## src/rtl/uart_irq_pkg.sv

```systemverilog
package uart_irq_pkg;
  localparam int REG_W  = 32;
  localparam int ADDR_W = 3;

  typedef enum logic [ADDR_W-1:0] {
    ADR_MSET    = 3'd0,
    ADR_MCLR    = 3'd1,
    ADR_MASK    = 3'd2,
    ADR_STICKY  = 3'd3,
    ADR_RXTRIG  = 3'd4,
    ADR_TXTRIG  = 3'd5,
    ADR_STATUS  = 3'd6
  } reg_addr_e;

  // status / sticky bit positions
  localparam int B_RX_TRIG      = 0;
  localparam int B_RX_EMPTY     = 1;
  localparam int B_RX_FULL      = 2;
  localparam int B_TX_EMPTY     = 3;
  localparam int B_TX_FULL      = 4;
  localparam int B_OVERRUN      = 5;
  localparam int B_FRAME        = 6;
  localparam int B_PARITY       = 7;
  localparam int B_TIMEOUT      = 8;
  localparam int B_MODEM        = 9;
  localparam int B_TX_TRIG_IRQ  = 10;
  localparam int B_TXOVF        = 12;
  localparam int B_TX_TRIG_STAT = 13;

  localparam logic [REG_W-1:0] IRQ_VALID = 32'h0000_17FF;
  localparam int LVL_BITS = 5;
endpackage

```

## src/rtl/uart_irq_status.sv

```systemverilog
module uart_irq_status
  import uart_irq_pkg::*;
#(
  parameter int CNT_W      = 7,
  parameter int FIFO_DEPTH = 64
) (
  input  logic [CNT_W-1:0] rx_count_i,
  input  logic [CNT_W-1:0] tx_count_i,
  input  logic [CNT_W-1:0] rx_trig_i,
  input  logic [CNT_W-1:0] tx_trig_i,
  output logic [REG_W-1:0] status_o,
  output logic [REG_W-1:0] level_set_o
);
  localparam logic [CNT_W-1:0] FULL_CNT = CNT_W'(FIFO_DEPTH);

  always_comb begin
    status_o                 = '0;
    status_o[B_RX_TRIG]      = (rx_count_i >= rx_trig_i);
    status_o[B_RX_EMPTY]     = (rx_count_i == '0);
    status_o[B_RX_FULL]      = (rx_count_i == FULL_CNT);
    status_o[B_TX_EMPTY]     = (tx_count_i == '0);
    status_o[B_TX_FULL]      = (tx_count_i == FULL_CNT);
    status_o[B_TX_TRIG_STAT] = (tx_count_i >= tx_trig_i);
  end

  // tx trigger lands at a different position in the sticky word
  always_comb begin
    level_set_o                     = '0;
    level_set_o[LVL_BITS-1:0]       = status_o[LVL_BITS-1:0];
    level_set_o[B_TX_TRIG_IRQ]      = status_o[B_TX_TRIG_STAT];
  end
endmodule

```

## src/rtl/uart_irq_mask.sv

```systemverilog
module uart_irq_mask
  import uart_irq_pkg::*;
#(
  parameter logic [REG_W-1:0] VALID = IRQ_VALID
) (
  input  logic             clk_i,
  input  logic             rst_ni,
  input  logic             set_we_i,
  input  logic             clr_we_i,
  input  logic [REG_W-1:0] wdata_i,
  output logic [REG_W-1:0] mask_o
);
  for (genvar i = 0; i < REG_W; i++) begin : g_bit
    if (VALID[i]) begin : g_live
      logic bit_q;
      always_ff @(posedge clk_i or negedge rst_ni) begin
        if (!rst_ni)                     bit_q <= 1'b0;
        else if (set_we_i && wdata_i[i]) bit_q <= 1'b1;
        else if (clr_we_i && wdata_i[i]) bit_q <= 1'b0;
      end
      assign mask_o[i] = bit_q;
    end else begin : g_tie
      assign mask_o[i] = 1'b0;
    end
  end

  a_r4_set_or: assert property (@(posedge clk_i) disable iff (!rst_ni)
    set_we_i |=> ((mask_o & $past(wdata_i & VALID)) == $past(wdata_i & VALID)));
  a_r4_clr_only: assert property (@(posedge clk_i) disable iff (!rst_ni)
    (clr_we_i && !set_we_i) |=> ((mask_o & $past(wdata_i)) == '0));
  a_r4_hold: assert property (@(posedge clk_i) disable iff (!rst_ni)
    (!set_we_i && !clr_we_i) |=> $stable(mask_o));
endmodule

```

## src/rtl/uart_irq_sticky.sv

```systemverilog
module uart_irq_sticky
  import uart_irq_pkg::*;
#(
  parameter logic [REG_W-1:0] VALID = IRQ_VALID
) (
  input  logic             clk_i,
  input  logic             rst_ni,
  input  logic [REG_W-1:0] set_i,
  input  logic [REG_W-1:0] clr_i,
  output logic [REG_W-1:0] sticky_o
);
  for (genvar i = 0; i < REG_W; i++) begin : g_bit
    if (VALID[i]) begin : g_live
      logic bit_q;
      // set has priority so a same-cycle event is never lost
      always_ff @(posedge clk_i or negedge rst_ni) begin
        if (!rst_ni)       bit_q <= 1'b0;
        else if (set_i[i]) bit_q <= 1'b1;
        else if (clr_i[i]) bit_q <= 1'b0;
      end
      assign sticky_o[i] = bit_q;
    end else begin : g_tie
      assign sticky_o[i] = 1'b0;
    end
  end

  a_r6_set_wins: assert property (@(posedge clk_i) disable iff (!rst_ni)
    ((set_i & VALID) != '0) |=> ((sticky_o & $past(set_i & VALID)) == $past(set_i & VALID)));
  a_r5_w1c: assert property (@(posedge clk_i) disable iff (!rst_ni)
    ((clr_i & ~set_i) != '0) |=> ((sticky_o & $past(clr_i & ~set_i)) == '0));
  a_r3_sticky_hold: assert property (@(posedge clk_i) disable iff (!rst_ni)
    1'b1 |=> (($past(sticky_o & ~clr_i) & ~sticky_o) == '0));
endmodule

```

## src/rtl/uart_irq_ctrl.sv

```systemverilog
module uart_irq_ctrl
  import uart_irq_pkg::*;
#(
  parameter int FIFO_DEPTH = 64,
  parameter int TRIG_RST   = 32,
  localparam int CNT_W     = $clog2(FIFO_DEPTH + 1)
) (
  input  logic               clk_i,
  input  logic               rst_ni,
  input  logic [CNT_W-1:0]   rx_count_i,
  input  logic [CNT_W-1:0]   tx_count_i,
  input  logic               evt_overrun_i,
  input  logic               evt_frame_i,
  input  logic               evt_parity_i,
  input  logic               evt_timeout_i,
  input  logic               evt_modem_i,
  input  logic               evt_txovf_i,
  input  logic               wr_en_i,
  input  logic [ADDR_W-1:0]  addr_i,
  input  logic [REG_W-1:0]   wdata_i,
  output logic [REG_W-1:0]   rdata_o,
  output logic               irq_o
);
  logic [CNT_W-1:0] rx_trig_q, tx_trig_q;
  logic [REG_W-1:0] status, level_set, evt_set, sticky_set, sticky_clr;
  logic [REG_W-1:0] mask, sticky;
  logic             we_mset, we_mclr, we_sticky, we_rxtrig, we_txtrig;

  assign we_mset   = wr_en_i && (addr_i == ADR_MSET);
  assign we_mclr   = wr_en_i && (addr_i == ADR_MCLR);
  assign we_sticky = wr_en_i && (addr_i == ADR_STICKY);
  assign we_rxtrig = wr_en_i && (addr_i == ADR_RXTRIG);
  assign we_txtrig = wr_en_i && (addr_i == ADR_TXTRIG);

  always_ff @(posedge clk_i or negedge rst_ni) begin
    if (!rst_ni) begin
      rx_trig_q <= CNT_W'(TRIG_RST);
      tx_trig_q <= CNT_W'(TRIG_RST);
    end else begin
      if (we_rxtrig) rx_trig_q <= wdata_i[CNT_W-1:0];
      if (we_txtrig) tx_trig_q <= wdata_i[CNT_W-1:0];
    end
  end

  uart_irq_status #(.CNT_W(CNT_W), .FIFO_DEPTH(FIFO_DEPTH)) u_status (
    .rx_count_i (rx_count_i),
    .tx_count_i (tx_count_i),
    .rx_trig_i  (rx_trig_q),
    .tx_trig_i  (tx_trig_q),
    .status_o   (status),
    .level_set_o(level_set)
  );

  always_comb begin
    evt_set            = '0;
    evt_set[B_OVERRUN] = evt_overrun_i;
    evt_set[B_FRAME]   = evt_frame_i;
    evt_set[B_PARITY]  = evt_parity_i;
    evt_set[B_TIMEOUT] = evt_timeout_i;
    evt_set[B_MODEM]   = evt_modem_i;
    evt_set[B_TXOVF]   = evt_txovf_i;
  end

  assign sticky_set = level_set | evt_set;
  assign sticky_clr = we_sticky ? wdata_i : '0;

  uart_irq_sticky #(.VALID(IRQ_VALID)) u_sticky (
    .clk_i   (clk_i),
    .rst_ni  (rst_ni),
    .set_i   (sticky_set),
    .clr_i   (sticky_clr),
    .sticky_o(sticky)
  );

  uart_irq_mask #(.VALID(IRQ_VALID)) u_mask (
    .clk_i   (clk_i),
    .rst_ni  (rst_ni),
    .set_we_i(we_mset),
    .clr_we_i(we_mclr),
    .wdata_i (wdata_i),
    .mask_o  (mask)
  );

  always_comb begin
    unique case (addr_i)
      ADR_MASK:   rdata_o = mask;
      ADR_STICKY: rdata_o = sticky;
      ADR_RXTRIG: rdata_o = REG_W'(rx_trig_q);
      ADR_TXTRIG: rdata_o = REG_W'(tx_trig_q);
      ADR_STATUS: rdata_o = status;
      default:    rdata_o = '0;
    endcase
  end

  assign irq_o = |(mask & sticky);

  a_r2_txtrig_remap: assert property (@(posedge clk_i) disable iff (!rst_ni)
    status[B_TX_TRIG_STAT] |=> sticky[B_TX_TRIG_IRQ]);
  a_r2_rx_empty_latch: assert property (@(posedge clk_i) disable iff (!rst_ni)
    (rx_count_i == '0) |=> sticky[B_RX_EMPTY]);
  a_r7_irq_needs_source: assert property (@(posedge clk_i) disable iff (!rst_ni)
    irq_o |-> ((sticky != '0) && (mask != '0)));
  a_r9_trig_load: assert property (@(posedge clk_i) disable iff (!rst_ni)
    we_rxtrig |=> (rx_trig_q == $past(wdata_i[CNT_W-1:0])));
endmodule

```

## config.mk

```make
export PLATFORM = sky130hd
export DESIGN_NAME = uart_irq_ctrl
export DESIGN_NICKNAME = d
export VERILOG_FILES = /design/src/rtl/uart_irq_pkg.sv /design/src/rtl/uart_irq_status.sv /design/src/rtl/uart_irq_mask.sv /design/src/rtl/uart_irq_sticky.sv /design/src/rtl/uart_irq_ctrl.sv
export SDC_FILE = /design/constraint.sdc
export NUM_CORES = 1
export LEC_CHECK = 0
export ABC_AREA = 1
export BUFFER_PORTS_ARGS = -buffer_cell sky130_fd_sc_hd__buf_4
export CORE_MARGIN = 2
export CORE_UTILIZATION = 30
export DETAILED_ROUTE_END_ITERATION = 6
export PLACE_DENSITY = 0.52
export SYNTH_ARGS = -nofsm -noshare
export SYNTH_HDL_FRONTEND = slang
export SYNTH_SLANG_ARGS = --single-unit
```

## constraint.sdc

```tcl
create_clock -name clk_i -period 2.2 [get_ports clk_i]
set_clock_uncertainty 0.2 [all_clocks]
set_input_delay 0.44 -clock clk_i [delete_from_list [all_inputs] [get_ports clk_i]]
set_output_delay 0.44 -clock clk_i [all_outputs]
set_load 0.02 [all_outputs]
```

==> metrics.md, run 1 <==
| Metric | Value |
|---|---|
| Outcome | `complete, but fails checks` |
| Failing checks | `setup timing` |
| CP Launch Type | `flip-flop` |
| Antenna fix cells | `0` |
| Worst slack at placement | `about 0.031 ns` |
| Crit-path max FO | `2` |
| Filler cells | `about 830` |
| Clock sink total | `38` |
| Overall power | `2190 uW` |
| Final hold viol count | `0` |
| IO Pins | `91` |
| RSZ-0062 raised after global routing | `true` |
| Pleak | `0.00177 uW` |
| Fraction of registers with async set/reset | `100%` |
| CTS tree | `yes` |
| Flop2flop setup slack | `approximately 0.080 ns` |
| WL per Instance | `12.7 um` |
| R2R Path End | `u_sticky.g_bit[10].g_live.bit_q$_DFFE_PN0P_` |
| Initial Utilization | `roughly a third` |
| Unique cell type count in the Yosys netlist | `24` |
| Die area | `8900 sq um` |
| Top FF cell, synth | `dfrtp_1` |
| Reg2reg start | `tx_trig_q[5]$_DFFE_PN1P_` |
| Yosys reg bits | `38` |
| Max frequency | `431 MHz` |
| Crit share post-route | `105%` |
| Max VDD drop | `roughly 0.00024 V` |
| Post-route ant nets | `0` |
| CTS buffer count | `5` |
| I/O Buffers | `51` |
| Max transition margin | `63.6%` |
| Worst EP arrival | `1.68 ns` |
| DR DRC count | `0` |
| GPL Wtd Cong | `0.789` |
| Routed WL | `6.67 mm` |
| Largest area contributor in the synthesized netlist | `dfrtp_1` |
| Sequential area share after synthesis | `just under 40%` |
| Hold path start | `evt_frame_i` |
| CTS root buffer | `clkbuf_8` |
| First-pass iteration count of the detailed router | `4` |
| Min-delay worst type | `in -> reg` |
| Htree depth | `2` |
| Largest cells by area after synthesis | `dfrtp_1, nand2_1, inv_1` |
| First-pass GRT wire length | `10.8 mm` |
| Syn_area_per_cell | `~7.2 sq um` |
| Post-Syn Area | `2450 sq um` |
| Min setup slack post-route | `-0.119 ns` |
| Synthesized instance count | `338` |
| Clk buf depth | `2` |
| Post-synth top area share | `36.8%` |
| Gr ovfl total | `0` |
| Number of global-route vias before repair | `2303` |
| Initial antenna violation count | `0` |
| DR iter-0 viols | `just over 90` |
| Fin. max-slew vios | `0` |
| Clk_lat worst skew | `0.29 ns` |
| Synth warn | `0` |
| Most common cell in the netlist | `nand2_1` |
| Hpwl dp | `4.87 mm` |
| Setup crit end kind | `primary output` |
| Final worst path period need | `2.32 ns` |
| R2r worst-path depth | `12` |
| Die Height | `94.4 um` |
| Cell Rows | `32` |
| Worst Max-Slew Pin Slew | `0.544 ns` |
| Hold EP | `u_sticky.g_bit[6].g_live.bit_q$_DFFE_PN0P_` |
| CTS clock-pin slew for the worst setup and hold paths | `0.08 ns` |
| Vias after detailed routing | `between 2000 and 2500` |
| Post-synth EDFFs | `0` |
| Die W | `between 90 and 100 um` |
| Top cells by count, synth | `nand2_1, inv_1, dfrtp_1, o21ai_0, o21ai_1` |
| P per Cell Area | `658 nW/um^2` |
| DR vias/cell | `4.49` |
| Worst Path Required | `1.56 ns` |
| Area Overhead vs Synth | `36.0%` |
| Largest net degree at the start of global routing | `39` |
| Worst Hold Depth | `3` |
| Core Region | `7810 sq um` |
| Share of cells above drive strength 1 | `28.4%` |
| Crit Path Class | `reg -> out` |
| Net total in the final layout | `493` |
| Final setup violation count | `2` |
| Gr usage total | `approximately 16%` |
| Core Util, Final | `42.7%` |
| Max cap viols | `0` |
==> per-stage QoR <==
| step | instance area (sq um) | hold WS (ns) | cells | TNS, ns |
|---|---|---|---|---|
| 6_report | 3330 | 0.123 | 524 | -0.205 |
| 5_1_grt | 3330 | 0.136 | 524 | -0.342 |
| 4_1_cts | 3230 | 0.119 | 523 | -0.264 |
| 3_5_place_dp | 2910 | 0.243 | 492 | 0 |
| 3_3_place_gp | 2910 | 0.248 | 492 | 0 |
| 2_1_floorplan | 2520 | -0.0556 | 356 | 0 |
==> flip-flops by register name, summed over array words and instances (netlist names) <==
| signal | count |
|---|---|
| rx_trig_q | 7 |
| u_mask.g_bit.g_live.bit_q | 12 |
| u_sticky.g_bit.g_live.bit_q | 12 |
| tx_trig_q | 7 |
==> worst max-delay path by stage <==
stage | from | endpoint | cells after the start
floorplan | tx_trig_q[5]$_DFFE_PN1P_ | rdata_o[13] | 8
detailed placement | tx_count_i[6] | rdata_o[13] | 9
CTS | tx_trig_q[5]$_DFFE_PN1P_ | rdata_o[13] | 9
global route | tx_trig_q[5]$_DFFE_PN1P_ | rdata_o[13] | 9
global placement | tx_count_i[6] | rdata_o[13] | 9
finish | tx_trig_q[5]$_DFFE_PN1P_ | rdata_o[13] | 9
==> cell families (layout without fill, tap and decap cells) <==
| group | count (synthesis) | after routing | synth area share [%] |
|---|---|---|---|
| compound gates | 70 | 70 | 15.2 |
| buf+inv | 83 | 149 | 15.9 |
| fa+ha+maj | 14 | 14 | 7.15 |
| other cells | 1 | 19 | 0.153 |
| simple gates | 132 | 132 | 22.7 |
| flops | 38 | 38 | 38.9 |
==> timing repair <==
action                     in CTS  in global routing
pin swaps                      12                 13
buffers inserted               22                  3
hold buffers                    1                  0
gates resized for setup        14                 19
gates cloned                    0                  0
hold endpoints to repair       36                  0
setup endpoints to repair       2                  6
==> placed cells by master (no fill, tap or decap), drive strengths merged <==
cell / count
dfstp: 2
buf: 81
ha: 14
nor3b: 1
nand2: 87
nor3: 2
nand4: 7
o21ai: 53
inv: 59
o22ai: 7
dfrtp: 36
conb: 19
nor2: 23
nand3: 12
dlygate4sd3: 1
clkbuf: 7
o21bai: 4
a21oi: 5
a21o: 1
clkinv: 1
==> layout make-up <==
type / count / area (sq um) / share of cell area (%)
clock buffers: 7 / 86.3 / 2.59
clock inverters: 1 / 5.00 / 0.150
inverters: 59 / 224 / 6.72
multi-input cells: 235 / 1310 / 39.3
flip-flops and latches: 38 / 953 / 28.6
well taps: 102 / 128 / 3.83
repair buffers: 82 / 626 / 18.8
==> critical path: stages (launching register included) <==
cell and delay [ns]:
dfstp_2 0.56, inv_2 0.05, ha_4 0.21, nand2_4 0.07, inv_4 0.05, a21oi_4 0.15, nand3_2 0.07, nand2_1 0.06
inv_1 0.05, buf_6 0.12
==> where the power goes <==
part | total [uW] | switching, uW | internal, uW
sequential | 896 | 80.1 | 816
clock | 503 | 250 | 253
combinational | 794 | 426 | 368
total | 2190 | 756 | 1440
==> per-layer routing <==
layer | part of all wire [%] | track usage, % | up-vias | routed length [um]
met5 | 0 | 0 | - | 0
met4 | 1.3 | 3.74 | 0 | 85
met3 | 5.2 | 2.63 | 7 | 344
met2 | 47 | 26.6 | 60 | 3160
met1 | 46 | 20.9 | 1076 | 3080
li1 | - | - | 1210 | -
No activity file was read; power rests on OpenSTA's default activity.
==> run 2, diff against run 1 <==
==> constraint.sdc (replaced) <==
create_clock -name clk_i -period 2.9 [get_ports clk_i]
set_clock_uncertainty 0.2 [all_clocks]
set_input_delay 0.29 -clock clk_i [delete_from_list [all_inputs] [get_ports clk_i]]
set_output_delay 0.29 -clock clk_i [all_outputs]
set_load 0.02 [all_outputs]
==> run 2 against run 1 <==
  * The flow now finishes without violations
  * Combinational power fell by 45%
  * Sequential power shrank 24%
  * First-iteration DRC count up 18%
  * Cell count fell by 4.8%
  * Global-route usage down 0.89 points
  * Largest power group unchanged
  * Highest routed layer unchanged
==> metrics.md, run 2 (synthesis results as in run 1) <==
| Metric | Value |
|---|---|
| WL per Instance | `~12 um` |
| Min-delay worst type | `in -> reg` |
| Hpwl dp | `4.80 mm` |
| Flop2flop setup slack | `1.30 ns` |
| Antenna fix cells | `0` |
| Crit share post-route | `79.7%` |
| DR iter-0 viols | `110` |
| CTS clock-pin slew for the worst setup and hold paths | `0.08 ns` |
| Crit Path Class | `reg -> out` |
| Initial Utilization | `31.4%` |
| Die Height | `94.4 um` |
| CTS root buffer | `clkbuf_8` |
| Filler cells | `roughly 860` |
| Outcome | `finished clean` |
| P per Cell Area | `499 nW/um^2` |
| Routed WL | `6.16 mm` |
| Worst Path Required | `2.41 ns` |
| DR vias/cell | `4.40` |
| Gr ovfl total | `0` |
| CP Launch Type | `flip-flop` |
| Share of cells above drive strength 1 | `roughly 17%` |
| Max VDD drop | `~0.00027 V` |
| Top layer in use | `met4` |
| Die W | `~94 um` |
| Htree depth | `2` |
| Max cap viols | `0` |
| Gr usage total | `14.8%` |
| Sw Pwr | `516 uW` |
| Logic pwr share | `29.1%` |
| Footprint of the multi-input gates | `1170 sq um` |
| Crit path from | `tx_trig_q[5]$_DFFE_PN1P_` |
| First-pass GRT wire length | `10.1 mm` |
| Register area | `953 sq um` |
| Largest regs | `u_mask.g_bit.g_live.bit_q x12, u_sticky.g_bit.g_live.bit_q x12` |
| Initial antenna violation count | `0` |
| Core Util, Final | `between 30% and 40%` |
| Worst slack at placement | `0.872 ns` |
| R2r worst-path depth | `6` |
| Clk buf depth | `2` |
| Worst Max-Slew Pin Slew | `between 0.5 and 0.6 ns` |
| Overall power | `~1500 uW` |
| Switching Share | `34.3%` |
| Die area | `8900 sq um` |
| Max transition margin | `63.4%` |
| Min setup slack post-route | `0.590 ns` |
| Share of total power in sequential cells | `45.1%` |
| R2R Path End | `u_sticky.g_bit[10].g_live.bit_q$_DFFE_PN0P_` |
| Vias after detailed routing | `2194` |
| Worst setup path end | `rdata_o[13]` |
| Number of global-route vias before repair | `2085` |
| First-pass iteration count of the detailed router | `4` |
| Cell Rows | `32` |
| Int Pwr | `988 uW` |
| Commonest non-fill, non-tap cell in the layout | `nand2_1` |
| Routed length on met3 | `303 um` |
| Clk_lat worst skew | `0.29 ns` |
| Final setup violation count | `0` |
| Reg2reg start | `tx_trig_q[5]$_DFFE_PN1P_` |
| CTS tree | `yes` |
| RSZ-0062 raised after global routing | `false` |
| Commonest cells after routing, fill and taps aside | `nand2_1, inv_1, buf_4` |
| I/O Buffers | `51` |
| CTS buffer count | `5` |
| Final hold viol count | `0` |
| Metal2 WL | `between 2 and 3 mm` |
| Crit-path max FO | `3` |
| Setup crit end kind | `primary output` |
| GPL Wtd Cong | `between 0.7 and 0.8` |
| Core Region | `7810 sq um` |
| Largest net degree at the start of global routing | `39` |
| # resized after CTS | `0` |
| Clock sink total | `38` |
| Max frequency | `about 430 MHz` |
| Fin. max-slew vios | `0` |
| Net total in the final layout | `about 470` |
| M1 WL | `3.03 mm` |
| Post-route ant nets | `0` |
| Total negative slack | `0 ns` |
| Clock power frac | `25.8%` |
| Pleak | `0.00163 uW` |
| Worst EP arrival | `1.82 ns` |
| IO Pins | `91` |
| Final worst path period need | `approximately 2.3 ns` |
| Area Overhead vs Synth | `23.1%` |
| DR DRC count | `0` |
[run 2: changes by cell type in the layout (fill, tap and decap cells not counted), moves of 3 or more]
cell	previous run	this run
a21oi_1	2	5
buf_4	79	51
dlygate4sd3_1	1	6
ha_1	10	14
ha_4	4	0
inv_1	53	58
inv_2	5	1
nand2_1	82	86
nand3_1	9	12
nor2_1	16	21
nor2_2	4	0
[run 2: worst max-delay path: stages (launching register included)]
cell	delay, ns
dfstp_2	0.55
inv_1	0.05
ha_1	0.26
nand2_1	0.09
inv_1	0.05
a21oi_1	0.18
nand3_1	0.10
nand2_1	0.07
inv_1	0.04
buf_4	0.14
[run 2: metal layers]
| layer | vias to the layer above | GRT usage, % |
|---|---|---|
| li1 | 1157 | - |
| met2 | 60 | 23.6 |
| met4 | 0 | 3.99 |
| met1 | 972 | 21.1 |
| met3 | 5 | 1.92 |
| met5 | - | 0 |
[run 2: layout make-up]
class | instances | area share, %
tap | 102 | 4.23
clock inverter | 2 | 0.415
timing repair buffer | 57 | 14.7
clock buffer | 6 | 2.74
multi-input combinational | 235 | 39.0
inverter | 59 | 7.34
sequential | 38 | 31.6
[run 2: power by group through the flow]
stage,logic [uW],clock network (uW),registers (uW)
CTS,445,395,678
floorplan,309,0,670
finish,437,387,679
detailed placement,438,0,688
global route,509,419,692
global placement,428,0,687
[run 2: what timing repair did]
| action | in CTS | in global routing |
|---|---|---|
| setup endpoints to repair | 0 | 0 |
| hold endpoints to repair | 41 | 0 |
| buffers inserted | 0 | 0 |
| hold buffers | 6 | 0 |
[run 2: worst min path at each step]
stage                            from                                           to  slack (ns)  depth (start not counted)
final                     evt_modem_i   u_sticky.g_bit[9].g_live.bit_q$_DFFE_PN0P_       0.003                          2
after global placement         rst_ni  u_sticky.g_bit[12].g_live.bit_q$_DFFE_PN0P_         0.1                          1
after floorplan                rst_ni                     rx_trig_q[0]$_DFFE_PN0P_       -0.21                          0
after global routing      evt_modem_i   u_sticky.g_bit[9].g_live.bit_q$_DFFE_PN0P_        0.01                          2
after CTS                 evt_modem_i   u_sticky.g_bit[9].g_live.bit_q$_DFFE_PN0P_       0.004                          2
after detailed placement       rst_ni  u_sticky.g_bit[10].g_live.bit_q$_DFFE_PN0P_         0.1                          1
[run 2: through the flow]
step	cell area (sq um)	std cells	hold slack (ns)
final	3020	499	0.00326
after global routing	3020	499	0.0147
after CTS	3020	499	0.00400
after detailed placement	2860	485	0.0954
after global placement	2860	485	0.0952
after floorplan	2520	356	-0.206
